`src/rtl/cwf_pkg.sv`:
```
package cwf_pkg;

    localparam int WORD_W = 16;

    typedef logic [WORD_W-1:0] word_t;

    typedef enum logic {
        PH_FILL = 1'b0,
        PH_EMIT = 1'b1
    } phase_e;

    // index width that never collapses to zero bits
    function automatic int idx_w(input int n);
        return (n > 1) ? $clog2(n) : 1;
    endfunction

endpackage

```
`src/rtl/cwf_row_store.sv`:
```
module cwf_row_store
    import cwf_pkg::*;
#(
    parameter int ROWS      = 3,
    parameter int ROW_ELEMS = 16,
    localparam int SW = idx_w(ROWS),
    localparam int EW = idx_w(ROW_ELEMS)
) (
    input  logic          clk,
    input  logic          rst,
    input  logic          wr_en,
    input  logic [SW-1:0] wr_slot,
    input  logic [EW-1:0] wr_idx,
    input  word_t         wr_data,
    input  logic          rd_en,
    input  logic [SW-1:0] rd_slot,
    input  logic [EW-1:0] rd_idx,
    output word_t         rd_data
);

    word_t mem [ROWS][ROW_ELEMS];

    always_ff @(posedge clk) begin
        if (wr_en) begin
            mem[wr_slot][wr_idx] <= wr_data;
        end
    end

    assign rd_data = mem[rd_slot][rd_idx];

    // reads address only rows and words that exist
    a_r3_read_in_range: assert property (@(posedge clk) disable iff (rst)
        rd_en |-> (int'(rd_slot) < ROWS) && (int'(rd_idx) < ROW_ELEMS));

    // writes land inside the store
    a_r3_write_in_range: assert property (@(posedge clk) disable iff (rst)
        wr_en |-> (int'(wr_slot) < ROWS) && (int'(wr_idx) < ROW_ELEMS));

endmodule

```
`src/rtl/cwf_in_tracker.sv`:
```
module cwf_in_tracker
    import cwf_pkg::*;
#(
    parameter int IMG_W = 8,
    parameter int IMG_H = 6,
    parameter int CH    = 2,
    parameter int KH    = 3,
    localparam int CW = idx_w(IMG_W),
    localparam int RW = idx_w(IMG_H),
    localparam int HW = idx_w(CH),
    localparam int SW = idx_w(KH)
) (
    input  logic          clk,
    input  logic          rst,
    input  logic          take,
    output logic [CW-1:0] col,
    output logic [HW-1:0] chn,
    output logic [RW-1:0] row,
    output logic [SW-1:0] slot
);

    always_ff @(posedge clk) begin
        if (rst) begin
            col  <= '0;
            chn  <= '0;
            row  <= '0;
            slot <= '0;
        end else if (take) begin
            if (int'(chn) == CH - 1) begin
                chn <= '0;
                if (int'(col) == IMG_W - 1) begin
                    col <= '0;
                    if (int'(row) == IMG_H - 1) begin
                        row  <= '0;
                        slot <= '0;
                    end else begin
                        row  <= row + 1'b1;
                        slot <= (int'(slot) == KH - 1) ? '0 : slot + 1'b1;
                    end
                end else begin
                    col <= col + 1'b1;
                end
            end else begin
                chn <= chn + 1'b1;
            end
        end
    end

    // the write slot always follows the input row modulo kernel height
    a_r5_slot_tracks_row: assert property (@(posedge clk) disable iff (rst)
        int'(slot) == (int'(row) % KH));

endmodule

```
`src/rtl/cwf_win_walker.sv`:
```
module cwf_win_walker
    import cwf_pkg::*;
#(
    parameter int KH    = 3,
    parameter int KW    = 3,
    parameter int CH    = 2,
    parameter int IMG_W = 8,
    parameter int IMG_H = 6,
    localparam int OW  = IMG_W - KW + 1,
    localparam int OH  = IMG_H - KH + 1,
    localparam int YW  = idx_w(KH),
    localparam int XW  = idx_w(KW),
    localparam int HW  = idx_w(CH),
    localparam int OXW = idx_w(OW),
    localparam int OYW = idx_w(OH),
    localparam int SW  = idx_w(KH)
) (
    input  logic           clk,
    input  logic           rst,
    input  logic           step,
    output logic [YW-1:0]  ky,
    output logic [XW-1:0]  kx,
    output logic [HW-1:0]  kc,
    output logic [OXW-1:0] ox,
    output logic [OYW-1:0] oy,
    output logic [SW-1:0]  top_slot,
    output logic           beat_last
);

    logic row_end;
    logic frame_end;

    assign beat_last = (int'(ky) == KH - 1) && (int'(kx) == KW - 1) && (int'(kc) == CH - 1);
    assign row_end   = beat_last && (int'(ox) == OW - 1);
    assign frame_end = row_end && (int'(oy) == OH - 1);

    always_ff @(posedge clk) begin
        if (rst) begin
            ky       <= '0;
            kx       <= '0;
            kc       <= '0;
            ox       <= '0;
            oy       <= '0;
            top_slot <= '0;
        end else if (step) begin
            if (beat_last) begin
                ky <= '0;
                kx <= '0;
                kc <= '0;
                if (frame_end) begin
                    ox       <= '0;
                    oy       <= '0;
                    top_slot <= '0;
                end else if (row_end) begin
                    ox       <= '0;
                    oy       <= oy + 1'b1;
                    top_slot <= (int'(top_slot) == KH - 1) ? '0 : top_slot + 1'b1;
                end else begin
                    ox <= ox + 1'b1;
                end
            end else if (int'(kc) == CH - 1) begin
                kc <= '0;
                if (int'(kx) == KW - 1) begin
                    kx <= '0;
                    ky <= ky + 1'b1;
                end else begin
                    kx <= kx + 1'b1;
                end
            end else begin
                kc <= kc + 1'b1;
            end
        end
    end

    // output positions stay inside the valid-convolution area
    a_r6_pos_in_range: assert property (@(posedge clk) disable iff (rst)
        (int'(ox) < OW) && (int'(oy) < OH));

    // the top row slot follows the output row modulo kernel height
    a_r6_top_slot_tracks: assert property (@(posedge clk) disable iff (rst)
        int'(top_slot) == (int'(oy) % KH));

endmodule

```
`src/rtl/conv_window_feeder.sv`:
```
module conv_window_feeder
    import cwf_pkg::*;
#(
    parameter int KH    = 3,
    parameter int KW    = 3,
    parameter int IMG_W = 8,
    parameter int IMG_H = 6,
    parameter int CH    = 2
) (
    input  logic              clk,
    input  logic              rst,
    input  logic              in_valid,
    output logic              in_ready,
    input  logic [WORD_W-1:0] in_data,
    output logic              win_valid,
    input  logic              win_ready,
    output logic [WORD_W-1:0] win_data,
    output logic              win_last
);

    localparam int ROW_ELEMS = IMG_W * CH;
    localparam int OW  = IMG_W - KW + 1;
    localparam int OH  = IMG_H - KH + 1;
    localparam int CW  = idx_w(IMG_W);
    localparam int RW  = idx_w(IMG_H);
    localparam int HW  = idx_w(CH);
    localparam int SW  = idx_w(KH);
    localparam int EW  = idx_w(ROW_ELEMS);
    localparam int YW  = idx_w(KH);
    localparam int XW  = idx_w(KW);
    localparam int OXW = idx_w(OW);
    localparam int OYW = idx_w(OH);

    phase_e phase_q;

    logic take;
    logic step;
    logic fill_done;

    logic [CW-1:0]  in_col;
    logic [HW-1:0]  in_chn;
    logic [RW-1:0]  in_row;
    logic [SW-1:0]  in_slot;

    logic [YW-1:0]  ky;
    logic [XW-1:0]  kx;
    logic [HW-1:0]  kc;
    logic [OXW-1:0] ox;
    logic [OYW-1:0] oy;
    logic [SW-1:0]  top_slot;
    logic           beat_last;

    logic [EW-1:0]  wr_idx;
    logic [EW-1:0]  rd_idx;
    logic [SW-1:0]  rd_slot;
    int             slot_sum;

    assign in_ready  = (phase_q == PH_FILL);
    assign win_valid = (phase_q == PH_EMIT);
    assign take      = in_valid && in_ready;
    assign step      = win_valid && win_ready;
    assign win_last  = win_valid && beat_last;

    // the word just taken completes the pending window
    assign fill_done = take
                    && (int'(in_row) == int'(oy) + KH - 1)
                    && (int'(in_col) == int'(ox) + KW - 1)
                    && (int'(in_chn) == CH - 1);

    assign wr_idx   = EW'(int'(in_col) * CH + int'(in_chn));
    assign rd_idx   = EW'((int'(ox) + int'(kx)) * CH + int'(kc));
    assign slot_sum = int'(top_slot) + int'(ky);
    assign rd_slot  = SW'((slot_sum >= KH) ? slot_sum - KH : slot_sum);

    always_ff @(posedge clk) begin
        if (rst) begin
            phase_q <= PH_FILL;
        end else begin
            case (phase_q)
                PH_FILL: if (fill_done)         phase_q <= PH_EMIT;
                PH_EMIT: if (step && beat_last) phase_q <= PH_FILL;
                default:                        phase_q <= PH_FILL;
            endcase
        end
    end

    cwf_in_tracker #(
        .IMG_W (IMG_W),
        .IMG_H (IMG_H),
        .CH    (CH),
        .KH    (KH)
    ) u_track (
        .clk  (clk),
        .rst  (rst),
        .take (take),
        .col  (in_col),
        .chn  (in_chn),
        .row  (in_row),
        .slot (in_slot)
    );

    cwf_win_walker #(
        .KH    (KH),
        .KW    (KW),
        .CH    (CH),
        .IMG_W (IMG_W),
        .IMG_H (IMG_H)
    ) u_walk (
        .clk       (clk),
        .rst       (rst),
        .step      (step),
        .ky        (ky),
        .kx        (kx),
        .kc        (kc),
        .ox        (ox),
        .oy        (oy),
        .top_slot  (top_slot),
        .beat_last (beat_last)
    );

    cwf_row_store #(
        .ROWS      (KH),
        .ROW_ELEMS (ROW_ELEMS)
    ) u_store (
        .clk     (clk),
        .rst     (rst),
        .wr_en   (take),
        .wr_slot (in_slot),
        .wr_idx  (wr_idx),
        .wr_data (in_data),
        .rd_en   (win_valid),
        .rd_slot (rd_slot),
        .rd_idx  (rd_idx),
        .rd_data (win_data)
    );

    // a stalled element is held unchanged
    a_r7_stall_holds: assert property (@(posedge clk) disable iff (rst)
        (win_valid && !win_ready) |=> (win_valid && $stable(win_data) && $stable(win_last)));

    // emitting starts only in the cycle after an input word was accepted
    a_r2_emit_after_take: assert property (@(posedge clk) disable iff (rst)
        $rose(win_valid) |-> $past(take));

    // handing over the last element returns the block to filling
    a_r4_last_ends_emit: assert property (@(posedge clk) disable iff (rst)
        (win_valid && win_ready && win_last) |=> (in_ready && !win_valid));

    // a window never begins while its rows are still incomplete
    a_r8_fill_before_emit: assert property (@(posedge clk) disable iff (rst)
        (in_ready && !fill_done) |=> in_ready);

endmodule

```
`config.mk`:
```
export PLATFORM = sky130hd
export DESIGN_NAME = conv_window_feeder
export DESIGN_NICKNAME = d
export VERILOG_FILES = /design/src/rtl/cwf_pkg.sv /design/src/rtl/cwf_row_store.sv /design/src/rtl/cwf_in_tracker.sv /design/src/rtl/cwf_win_walker.sv /design/src/rtl/conv_window_feeder.sv
export SDC_FILE = /design/constraint.sdc
export NUM_CORES = 1
export LEC_CHECK = 0
export ABC_AREA = 1
export BUFFER_PORTS_ARGS = -buffer_cell sky130_fd_sc_hd__buf_4
export CAP_MARGIN = 0
export CORE_AREA = 2 2 254 256
export CTS_CLUSTER_DIAMETER = 200
export DETAILED_ROUTE_END_ITERATION = 10
export DIE_AREA = 0 0 256 258
export HOLD_SLACK_MARGIN = 0.12
export PLACE_DENSITY = 0.68
export SLEW_MARGIN = 20
export SYNTH_ARGS = -nofsm -noshare
export SYNTH_HDL_FRONTEND = slang
export SYNTH_HIERARCHICAL = 1
export SYNTH_SLANG_ARGS = --single-unit
```
`constraint.sdc`:
```
create_clock -name clk -period 3.7 [get_ports clk]
set_input_delay 0.74 -clock clk [delete_from_list [all_inputs] [get_ports clk]]
set_output_delay 0.74 -clock clk [all_outputs]
set_load 0.02 [all_outputs]
```
# Word level (Yosys, flattened, before mapping)
# Memories as Yosys holds them, arrays and structs flattened.
# Cells that the tools add are included.
[word_totals]
n_memories = 1
ramBits = 768
register_bits = 22
out_inout_bits = 19
input_bits = 20
wordCells = 100
[mem_list]
columns = ["name", "depth", "width", "read_ports", "rd_clocked_by_memory_dff", "wr", "line", "rtl"]
rows = [
  ["u_store.mem", 3, 256, 1, 0, 1, "cwf_row_store.sv:21", "word_t mem [ROWS][ROW_ELEMS];"],
]
[classes]
n_lt_le_gt_ge = 4
n_addsub = 19
eq_ne = 10
n_bitwise = 3
reduce_logical = 21
n_mux = 31
[op_table]
columns = ["operator", "count"]
rows = [
  ["$mux 256", 1],
  ["$bmux 16 s4", 1],
  ["$demux 16 s4", 1],
  ["$mux 16", 3],
  ["$mux 2", 14],
  ["$logic_and 1x1->1", 12],
  ["$mux 3", 4],
  ["$add 2x1->2 const B", 5],
  ["$ge 5x5->1 const B", 2],
  ["$not 4->5", 2],
  ["$add 3x1->3 const B", 3],
  ["$reduce_and 3->1", 3],
  ["$add 4x1->4", 2],
  ["$eq 2x2->1 const B", 4],
  ["$eq 3x3->1 const B", 2],
  ["$mux 1", 6],
  ["$reduce_and 2->1", 3],
  ["$reduce_bool 2->1", 3],
  ["$eq 4x5->1", 1],
  ["$lt 5x1->1 const B", 1],
  ["$sub 4x1->5 const B", 1],
  ["$add 3x2->4 const B", 1],
  ["$eq 4x4->1", 1],
  ["$sub 3x1->4 const B", 1],
  ["10 further kinds", 11],
]

# Logic depth before layout (Yosys ltp)
# Gate-level depths: netlist of run 1.
[depth]
word_depth = 8
ltp_mapped = 19
mapped_depth_nobuf = 17

# Modules after synthesis
# The synthesis of run 1 kept the hierarchy.
[by_module_without_submodules]
columns = ["mod", "area_per_inst_um2", "seq_area_each_um2", "n_inst", "cells_each"]
rows = [
  ["cwf_row_store", 31826.8, 23062.1, 1, 2769],
  ["cwf_win_walker", 634.4, 240.2, 1, 85],
  ["cwf_in_tracker", 409.1, 180.2, 1, 55],
  ["conv_window_feeder", 339.1, 20.0, 1, 62],
]

# Worst setup path before layout of run 1
# Ideal clock, no wire load.
[synth_path]
path_type = "reg-to-output"
start = "register u_walk.ky[0]"
end = "output port win_data[12]"
required_ps = 2960
t_arrival_ps = 2592
stages_incl_launch_ff = 18
path_slack_ps = 368
n_path_buf = 2
path_cell_list = "dfxtp_1 ha_1 inv_1 fa_1 inv_1 ha_1 nand3b_1 o21ai_0 inv_2 buf_4 buf_2 or2_1 nand3_1 nand3_1 nand3_1 nand2_1 nand2_1 nand2_1"
[synth_via]
elab_chain_cells = 7
elab_cells_between_ends = 8
cone_classes = "add/sub: 2; order compare: 1; mux: 4; memory: 1"
[synth_lines]
columns = ["element", "line", "rtl"]
rows = [
  ["from (decl)", "cwf_win_walker.sv:21", "output logic [YW-1:0] ky,"],
  ["from (signal assigned)", "cwf_win_walker.sv:65", "ky <= ky + 1'b1;"],
  ["$add 2x2->3 (*)", "conv_window_feeder.sv:72", "assign slot_sum = int'(top_slot) + int'(ky);"],
  ["$ge 3x2->1 / $sub 2x2->2 (equally long branches)", "conv_window_feeder.sv:73", "assign rd_slot = SW'((slot_sum >= KH) ? slot_sum - KH : slot_sum);"],
  ["$mux 2 (*)", "conv_window_feeder.sv:73", ""],
  ["named net rd_slot[1]", "conv_window_feeder.sv:55", "logic [SW-1:0] rd_slot;"],
  ["$mem_v2 3x256 (*)", "-", ""],
  ["$bmux 16 s4 (*)", "cwf_row_store.sv:29", "assign rd_data = mem[rd_slot][rd_idx];"],
  ["$mux 16 (implied by the code) (*) (2 in a row)", "cwf_row_store.sv:29", ""],
  ["to (decl)", "conv_window_feeder.sv:17", "output logic [WORD_W-1:0] win_data,"],
]
# The timed path passes the listed nets; every way through them passes the cells marked *. The select of a mux whose other input is x is not followed.

# Worst setup path in the final report of run 1
[layout_path]
start = "register u_walk.top_slot[0]"
end = "output port win_data[15]"
[layout_via]
elab_chain_cells = 7
elab_cells_between_ends = 8
cone_classes = "add/sub: 2; order compare: 1; mux: 4; memory: 1"
[layout_lines]
columns = ["element", "line", "rtl"]
rows = [
  ["from (decl)", "cwf_win_walker.sv:26", "output logic [SW-1:0] top_slot,"],
  ["from (signal assigned)", "cwf_win_walker.sv:57", "top_slot <= (int'(top_slot) == KH - 1) ? '0 : top_slot + 1'b1;"],
  ["$add 2x2->3 (*)", "conv_window_feeder.sv:72", ""],
  ["$ge 3x2->1 / $sub 2x2->2 (equally long branches)", "conv_window_feeder.sv:73", ""],
  ["$mux 2 (*)", "conv_window_feeder.sv:73", ""],
  ["named net rd_slot[1]", "conv_window_feeder.sv:55", ""],
  ["$mem_v2 3x256 (*)", "-", ""],
  ["$bmux 16 s4 (*)", "cwf_row_store.sv:29", ""],
  ["$mux 16 (implied by the code) (*) (2 in a row)", "cwf_row_store.sv:29", ""],
]
# Marks and branches as above.

==> results of run 1 <==
-- power by group --
group          internal [uW]  switching (uW)
clock                   4360            3290
sequential              9860            19.0
combinational           96.4             361
-- registers in the layout (all words and copies together), names as in the netlist --
signal,cells
u_store/mem,768
u_track/chn,1
u_track/col,3
u_track/row,3
u_track/slot,2
u_walk/kc,1
u_walk/kx,2
u_walk/ky,2
u_walk/ox,3
u_walk/oy,2
u_walk/top_slot,2
win_valid,1
-- layout make-up --
type,count,area (um^2),share of cell area (%)
antenna,1,2.50,0.00639
clock buffer,97,2090,5.33
clock inverter,43,354,0.903
inverter,154,627,1.60
multi-input combinational,1858,9000,23.0
sequential,790,23500,60.0
tap,855,1070,2.73
timing repair buffer,220,2510,6.42
timing repair inverter,3,28.8,0.0734
-- per-layer routing --
layer	GRT usage [%]	wire length, um	vias up
met5	0	0	-
met4	11.3	3440	0
met3	3.84	8730	206
met2	45.1	43800	1279
met1	36.3	34900	11300
li1	-	-	10400
-- kinds of logic after synthesis --
family          after synthesis  synth area share [%]
compound gates               49                 0.753
xor+xnor                      3                0.0791
fa+ha+maj                    12                 0.497
buf+inv                     323                  4.87
flops                       790                  70.8
simple gates               1794                  23.0
-- timing repair --
action | 4_1_cts | 5_1_grt
cloned | 14 | 3
endpoints found under the setup margin | 16 | 16
resized for setup | 213 | 71
pin swaps | 59 | 38
setup buffers | 15 | 6
-- metrics by stage --
| stage | setup slack (ns) | TNS, ns | hold WS, ns |
|---|---|---|---|
| 2_1_floorplan | 0.368 | 0 | 0.454 |
| 3_3_place_gp | -0.414 | -6.10 | 0.497 |
| 3_5_place_dp | -0.504 | -7.35 | 0.521 |
| 4_1_cts | -0.973 | -15.15 | 0.348 |
| 5_1_grt | -1.11 | -17.23 | 0.369 |
| 6_report | -1.06 | -15.47 | 0.358 |
-- layout by cell type, fill, tap and decap left out, types with 3 or more instances in the layout --
| master | Yosys | final |
|---|---|---|
| nand2_1 | 1013 | 946 |
| edfxtp_1 | 768 | 768 |
| nand3_1 | 584 | 474 |
| inv_1 | 147 | 145 |
| buf_4 | 25 | 138 |
| nor2_1 | 135 | 130 |
| nand3_2 | 1 | 105 |
| clkbuf_16 | 0 | 84 |
| nand2_2 | 2 | 62 |
| a21oi_1 | 40 | 40 |
| buf_6 | 25 | 32 |
| buf_12 | 0 | 28 |
| dfxtp_1 | 22 | 19 |
| or2_2 | 18 | 18 |
| clkinv_2 | 0 | 17 |
| clkbuf_1 | 28 | 16 |
| clkinv_1 | 0 | 15 |
| buf_16 | 0 | 13 |
| or2_0 | 10 | 10 |
| nand2_4 | 2 | 9 |
| nor3_2 | 0 | 9 |
| ha_1 | 10 | 7 |
| nand3_4 | 1 | 7 |
| bufinv_16 | 0 | 6 |
| nor2_2 | 2 | 6 |
| inv_2 | 5 | 5 |
| o21ai_0 | 6 | 5 |
| inv_6 | 0 | 5 |
| nand4_1 | 5 | 5 |
| clkinvlp_4 | 0 | 4 |
| or2_1 | 4 | 4 |
| buf_8 | 1 | 4 |
| nand3b_1 | 3 | 3 |
| nor3_1 | 12 | 3 |
-- final timing paths --
kind,depth (start not counted),endpoint,slack [ns]
max,21,win_data[15],-1.06
min,2,u_walk/ky[1],0.36
max reg2reg,5,u_store/mem[2][96],0.98
min reg2reg,2,u_track/row[2],0.54
-- worst reg2reg max path: cells and delay by family (launching register included) --
family                 cells  cell delay (ns)
DFF                        1             0.56
buffers and inverters      3             0.69
and+or+nand+nor            2             1.16
-- synth_stat cells (2+ instances only) --
master | number | area, um^2
nand4_1 | 5 | 31.3
dfxtp_1 | 22 | 440
nand3_1 | 584 | 2920
buf_4 | 25 | 188
ha_1 | 10 | 125
nor2_1 | 135 | 507
or2_0 | 10 | 62.6
or2_2 | 18 | 113
edfxtp_1 | 768 | 23100
or2_1 | 4 | 25.0
nor2_2 | 2 | 12.5
a211oi_1 | 2 | 15.0
inv_2 | 5 | 18.8
nor3_1 | 12 | 60.1
buf_2 | 85 | 425
inv_4 | 2 | 12.5
nand2_1 | 1013 | 3800
xor2_1 | 2 | 17.5
a21oi_1 | 40 | 200
buf_1 | 5 | 18.8
o21ai_0 | 6 | 30.0
fa_1 | 2 | 40.0
nand2_2 | 2 | 12.5
inv_1 | 147 | 552
nand3b_1 | 3 | 22.5
buf_6 | 25 | 282
clkbuf_1 | 28 | 105
nand2_4 | 2 | 22.5
==> impl_metrics.json, run 1 <==
{
  "cts_max_path_buffers": 3,
  "final_max_slew_viol_count": 0,
  "reg2reg_from": "u_track/chn",
  "yosysUniqueCellTypes": 35,
  "p_leak_uw": 0.0149,
  "die_h_um": 258,
  "htree_levels": 3,
  "cp.required_ns": 2.96,
  "synthFlopType": "edfxtp_1",
  "vias": 23200,
  "ys_seq_area_share_pct": 70.8,
  "drtIter0Drc": 2923,
  "crit_path_max_incr_delay_ns": 0.52,
  "grt_pass1_vias": 22400,
  "clkLatencyLatePin_ns": 0.63,
  "violations": "setup timing",
  "cts_tree": "done",
  "cp.arrival_ns": 4.02,
  "clock-skew-final_ns": 0.0164,
  "grt_pass1_wl_um": 135000,
  "numClockSinks": 790,
  "critPathKind": "reg2out",
  "finalInstanceArea_um2": 39200,
  "postCtsHoldBufs": 0,
  "fp.dieW_um": 256,
  "wl_um": 90900,
  "wl_per_cell_um": 22.6,
  "start_util_pct": 52.2,
  "rows": 93,
  "synth_fp_nets": 3003,
  "grt_max_degree": 97,
  "numCtsBuffers": 77,
  "layout_min_cycle_time_ns": 4.76,
  "syn_inst": 2971,
  "cp_slowest_cell": "fa_1",
  "clk_pin_slew_ns": 0.06,
  "power_uw": 18000,
  "grt_usage_pct": 27.2,
  "cpLargestDelayFamily": "simple AND/OR/NAND/NOR gates",
  "max_freq_ghz": 0.210,
  "syn_area_um2": 33200,
  "outcome": "complete, but fails checks",
  "critical_path.endpoint_type": "output port",
  "layoutNonFillerInstCount": 4021,
  "peakVddDrop_mv": 0.488,
  "drtAntennaViolNets": 0,
  "io_pins": 39,
  "cpMostUsedCell": "buf_6",
  "syn_avg_cell_area_um2": 11.2,
  "yosysWarnings": 6,
  "path_cells": "ha_2 -> inv_2 -> fa_1 -> inv_2 -> ha_2 -> nand3b_1 -> buf_6 -> buf_6 -> o21ai_4 -> buf_6 -> buf_6 -> buf_6 -> inv_8 -> or2_2 -> nand3_1 -> nand3_2 -> nand3_1 -> nand2_2 -> nand2_2 -> nand2_2 -> buf_4",
  "async_flop_share_pct": 0,
  "portBuffers": 38,
  "finalCritPeriodShare_pct": 129,
  "gp_routability_congestion": 0.863,
  "syn2layout_area_growth_pct": 18.0,
  "tightest_slew_ns": 0.960,
  "utilization_pct": 61.6,
  "place_area_um2": 35000,
  "hold_violations": 0,
  "fin_nets": 3136,
  "slew_headroom_pct": 35.8,
  "rsz0062_at_grt": "true",
  "crit_path_start": "u_walk/top_slot[0]",
  "drive_gt1_share_pct": 17.9,
  "die-area_um2": 66000,
  "synth_edf_count": 768,
  "p_per_area_nw_per_um2": 459,
  "worstHoldStart": "rst",
  "dpl.cell_count": 3842,
  "core_um2": 63600,
  "min_path_type": "in2reg",
  "cts-root-buf": "clkbuf_16",
  "first_pass_iters": 6,
  "via_per_inst": 5.78,
  "route.detailed.drc": 0,
  "ys_ff_latch": 790,
  "crit_path_start_kind": "flip-flop",
  "grt_overflow_total": 0,
  "fillCellCount": 4775,
  "critPathMaxFanout": 13,
  "antenna_found_initial": 0,
  "cap_violations": 0,
  "worst-path-buf-inv": 9,
  "hpwl_um": 50100,
  "setup_slack_ns": -1.06,
  "setup_viol": 16
}
No activity file was read; power rests on OpenSTA's default activity.
==> run 2, diff against run 1 <==
--- a/config.mk
+++ b/config.mk
@@ -5,13 +5,12 @@
 export SDC_FILE = /design/constraint.sdc
 export NUM_CORES = 1
 export LEC_CHECK = 0
-export ABC_AREA = 1
 export BUFFER_PORTS_ARGS = -buffer_cell sky130_fd_sc_hd__buf_4
 export CAP_MARGIN = 0
-export CORE_AREA = 2 2 254 256
+export CORE_AREA = 2 2 247 249
 export CTS_CLUSTER_DIAMETER = 200
 export DETAILED_ROUTE_END_ITERATION = 10
-export DIE_AREA = 0 0 256 258
+export DIE_AREA = 0 0 249 251
 export HOLD_SLACK_MARGIN = 0.12
 export PLACE_DENSITY = 0.68
 export SLEW_MARGIN = 20
==> run 2 against run 1 <==
Compared with the run above: global-route usage is 2.7 points lower; the run still ends with setup timing left; synthesized cell count shrank 43%; cell count fell by 31%; total power is 2.0% higher; largest power group unchanged; highest routed layer unchanged.
==> impl_metrics.json, run 2 <==
{
  "max_freq_ghz": 0.198,
  "netlist.area_leader.share_pct": 73.4,
  "synthFlopType": "edfxtp_1",
  "cp_slowest_cell": "a222oi_1",
  "grt_overflow_total": 0,
  "vias": 16800,
  "drive_gt1_share_pct": 30.9,
  "layout_min_cycle_time_ns": 5.06,
  "crit_path_start_kind": "flip-flop",
  "final_cell_mix": "edfxtp_1 (768), buf_4 (210), mux2i_1 (137)",
  "clock-skew-final_ns": 0.0290,
  "outcome": "complete, but fails checks",
  "peakVddDrop_mv": 0.333,
  "path_cells": "ha_4 -> inv_2 -> fa_1 -> inv_2 -> ha_4 -> nand3b_1 -> a21oi_4 -> buf_12 -> buf_16 -> or2_4 -> nor2_4 -> a221oi_4 -> o21ai_2 -> a222oi_1 -> buf_4",
  "finalCritPeriodShare_pct": 137,
  "final_max_slew_viol_count": 0,
  "min_path_type": "in2reg",
  "regArea_um2": 23500,
  "async_flop_share_pct": 0,
  "power_uw": 18300,
  "cts_max_path_buffers": 3,
  "numCtsBuffers": 80,
  "clk_pin_slew_ns": 0.06,
  "fin_nets": 1961,
  "drtAntennaViolNets": 0,
  "start_util_pct": 52.5,
  "route.met3.wl_um": 5790,
  "cp.arrival_ns": 4.32,
  "wl_um": 76500,
  "syn2layout_area_growth_pct": 18.7,
  "syn_area_um2": 31400,
  "dpl.cell_count": 2601,
  "synth.area.top_cells": "edfxtp_1 (73%), mux4_2 (8.0%), mux2i_1 (4.4%)",
  "syn_inst": 1683,
  "grt_pass1_wl_um": 112000,
  "core_um2": 59800,
  "cap_violations": 0,
  "fp.dieW_um": 249,
  "syn_avg_cell_area_um2": 18.7,
  "met2_length_um": 37800,
  "wl_met1_um": 30600,
  "io_pins": 39,
  "tns_ns": -18.80,
  "via_per_inst": 6.04,
  "hold_violations": 0,
  "numClockSinks": 790,
  "synth_fp_nets": 1715,
  "wl_per_cell_um": 27.5,
  "layoutNonFillerInstCount": 2779,
  "p_leak_uw": 0.0119,
  "gp_routability_congestion": 0.871,
  "tightest_slew_ns": 0.938,
  "yosysUniqueCellTypes": 67,
  "critical_path.endpoint_type": "output port",
  "final_common_cell": "edfxtp_1",
  "slew_headroom_pct": 37.2,
  "ys_ff_latch": 790,
  "top_register": "u_store/mem",
  "route.detailed.drc": 0,
  "grt_max_degree": 51,
  "drtIter0Drc": 1753,
  "yosysTopAreaCell": "edfxtp_1",
  "violations": "setup timing",
  "clkLatencyLatePin_ns": 0.62,
  "p_per_area_nw_per_um2": 492,
  "grt_pass1_vias": 17100,
  "critPathKind": "reg2out",
  "die_h_um": 251,
  "topRoutingLayerUsed": "met4",
  "fillCellCount": 4112,
  "synth_edf_count": 768,
  "setup_slack_ns": -1.36,
  "cts-root-buf": "clkbuf_16",
  "synth.most_common_cell": "edfxtp_1",
  "setup_viol": 16,
  "worst-path-buf-inv": 5,
  "antenna_found_initial": 0,
  "yosysWarnings": 6,
  "cpLargestDelayFamily": "compound AO/OA/AOI/OAI gates",
  "ys_seq_area_share_pct": 74.8,
  "critPathMaxFanout": 5,
  "multi_input_area_um2": 7750,
  "portBuffers": 38,
  "first_pass_iters": 5,
  "synth_common_cells": "edfxtp_1 (768), mux2i_1 (137), mux4_2 (112)",
  "largest_reg_flops": 768,
  "htree_levels": 3,
  "cts_tree": "done",
  "cp.required_ns": 2.96,
  "rsz0062_at_grt": "true",
  "grt_usage_pct": 24.5,
  "crit_path_max_incr_delay_ns": 0.75,
  "die-area_um2": 62500,
  "postCtsHoldBufs": 0,
  "r2r_slack_ns": 1.35,
  "hpwl_um": 45500,
  "rows": 90
}
-- run 2: cell count changes after synthesis, sizes merged, moves of 59 or more --
| cell | change |
|---|---|
| o21ai | +73 |
| mux2i | +137 |
| nand2 | -956 |
| mux4 | +112 |
| nand3 | -563 |
| buf | -78 |
| inv | -139 |
| nor2 | -59 |
-- run 2: path summary, 6_finish.rpt --
path | depth (start not counted) | end | from
setup / recovery | 15 | win_data[1] | u_walk/top_slot[0]
hold / removal | 2 | u_walk/kc | rst
setup reg to reg | 5 | u_store/mem[2][203] | win_valid
hold reg to reg | 2 | u_track/row[1] | u_track/row[1]
-- run 2: report_power, final --
group,internal [uW],switching (uW)
sequential,9850,17.5
combinational,94.5,274
clock,4780,3320
-- run 2: cell families after synthesis --
| kind of cell | Yosys count | share of synthesized area [%] |
|---|---|---|
| AOI/OAI and AO/OA | 229 | 4.51 |
| xor gates and xnor gates | 8 | 0.223 |
| adders and majority gates | 12 | 0.526 |
| buffers and inverters | 108 | 2.27 |
| DFF | 790 | 74.8 |
| muxes | 278 | 13.4 |
| and+or+nand+nor | 258 | 4.18 |
-- run 2: layer usage --
layer  up-vias  global-route usage (%)
met5         -                       0
met4         0                    9.32
met3       127                    4.01
met2       709                    40.0
met1      8654                    33.4
li1       7292                       -
-- run 2: layout make-up --
cell class	instances	area share [%]
multi-input combinational	785	20.8
clock buffer	104	6.04
sequential	790	63.1
timing repair buffer	256	6.19
clock inverter	44	1.07
inverter	16	0.171
antenna	2	0.0134
tap	782	2.63
-- run 2: metrics by stage --
step	setup WS, ns	hold slack, ns	util (%)	instance area (um^2)
after floorplan	-0.120	0.445	-	31500
after global placement	-0.769	0.502	56.3	33700
after detailed placement	-0.872	0.516	56.3	33700
after CTS	-1.32	0.449	61.5	36800
after global routing	-1.50	0.474	62.3	37300
final	-1.36	0.478	62.3	37300
-- run 2: timing repair --
action                     CTS  global route
pin swaps                   24            38
cloned                       3             0
buffers inserted            12            24
hold endpoints to repair     0             0
resized for setup           81            90
setup endpoints to repair   16            16
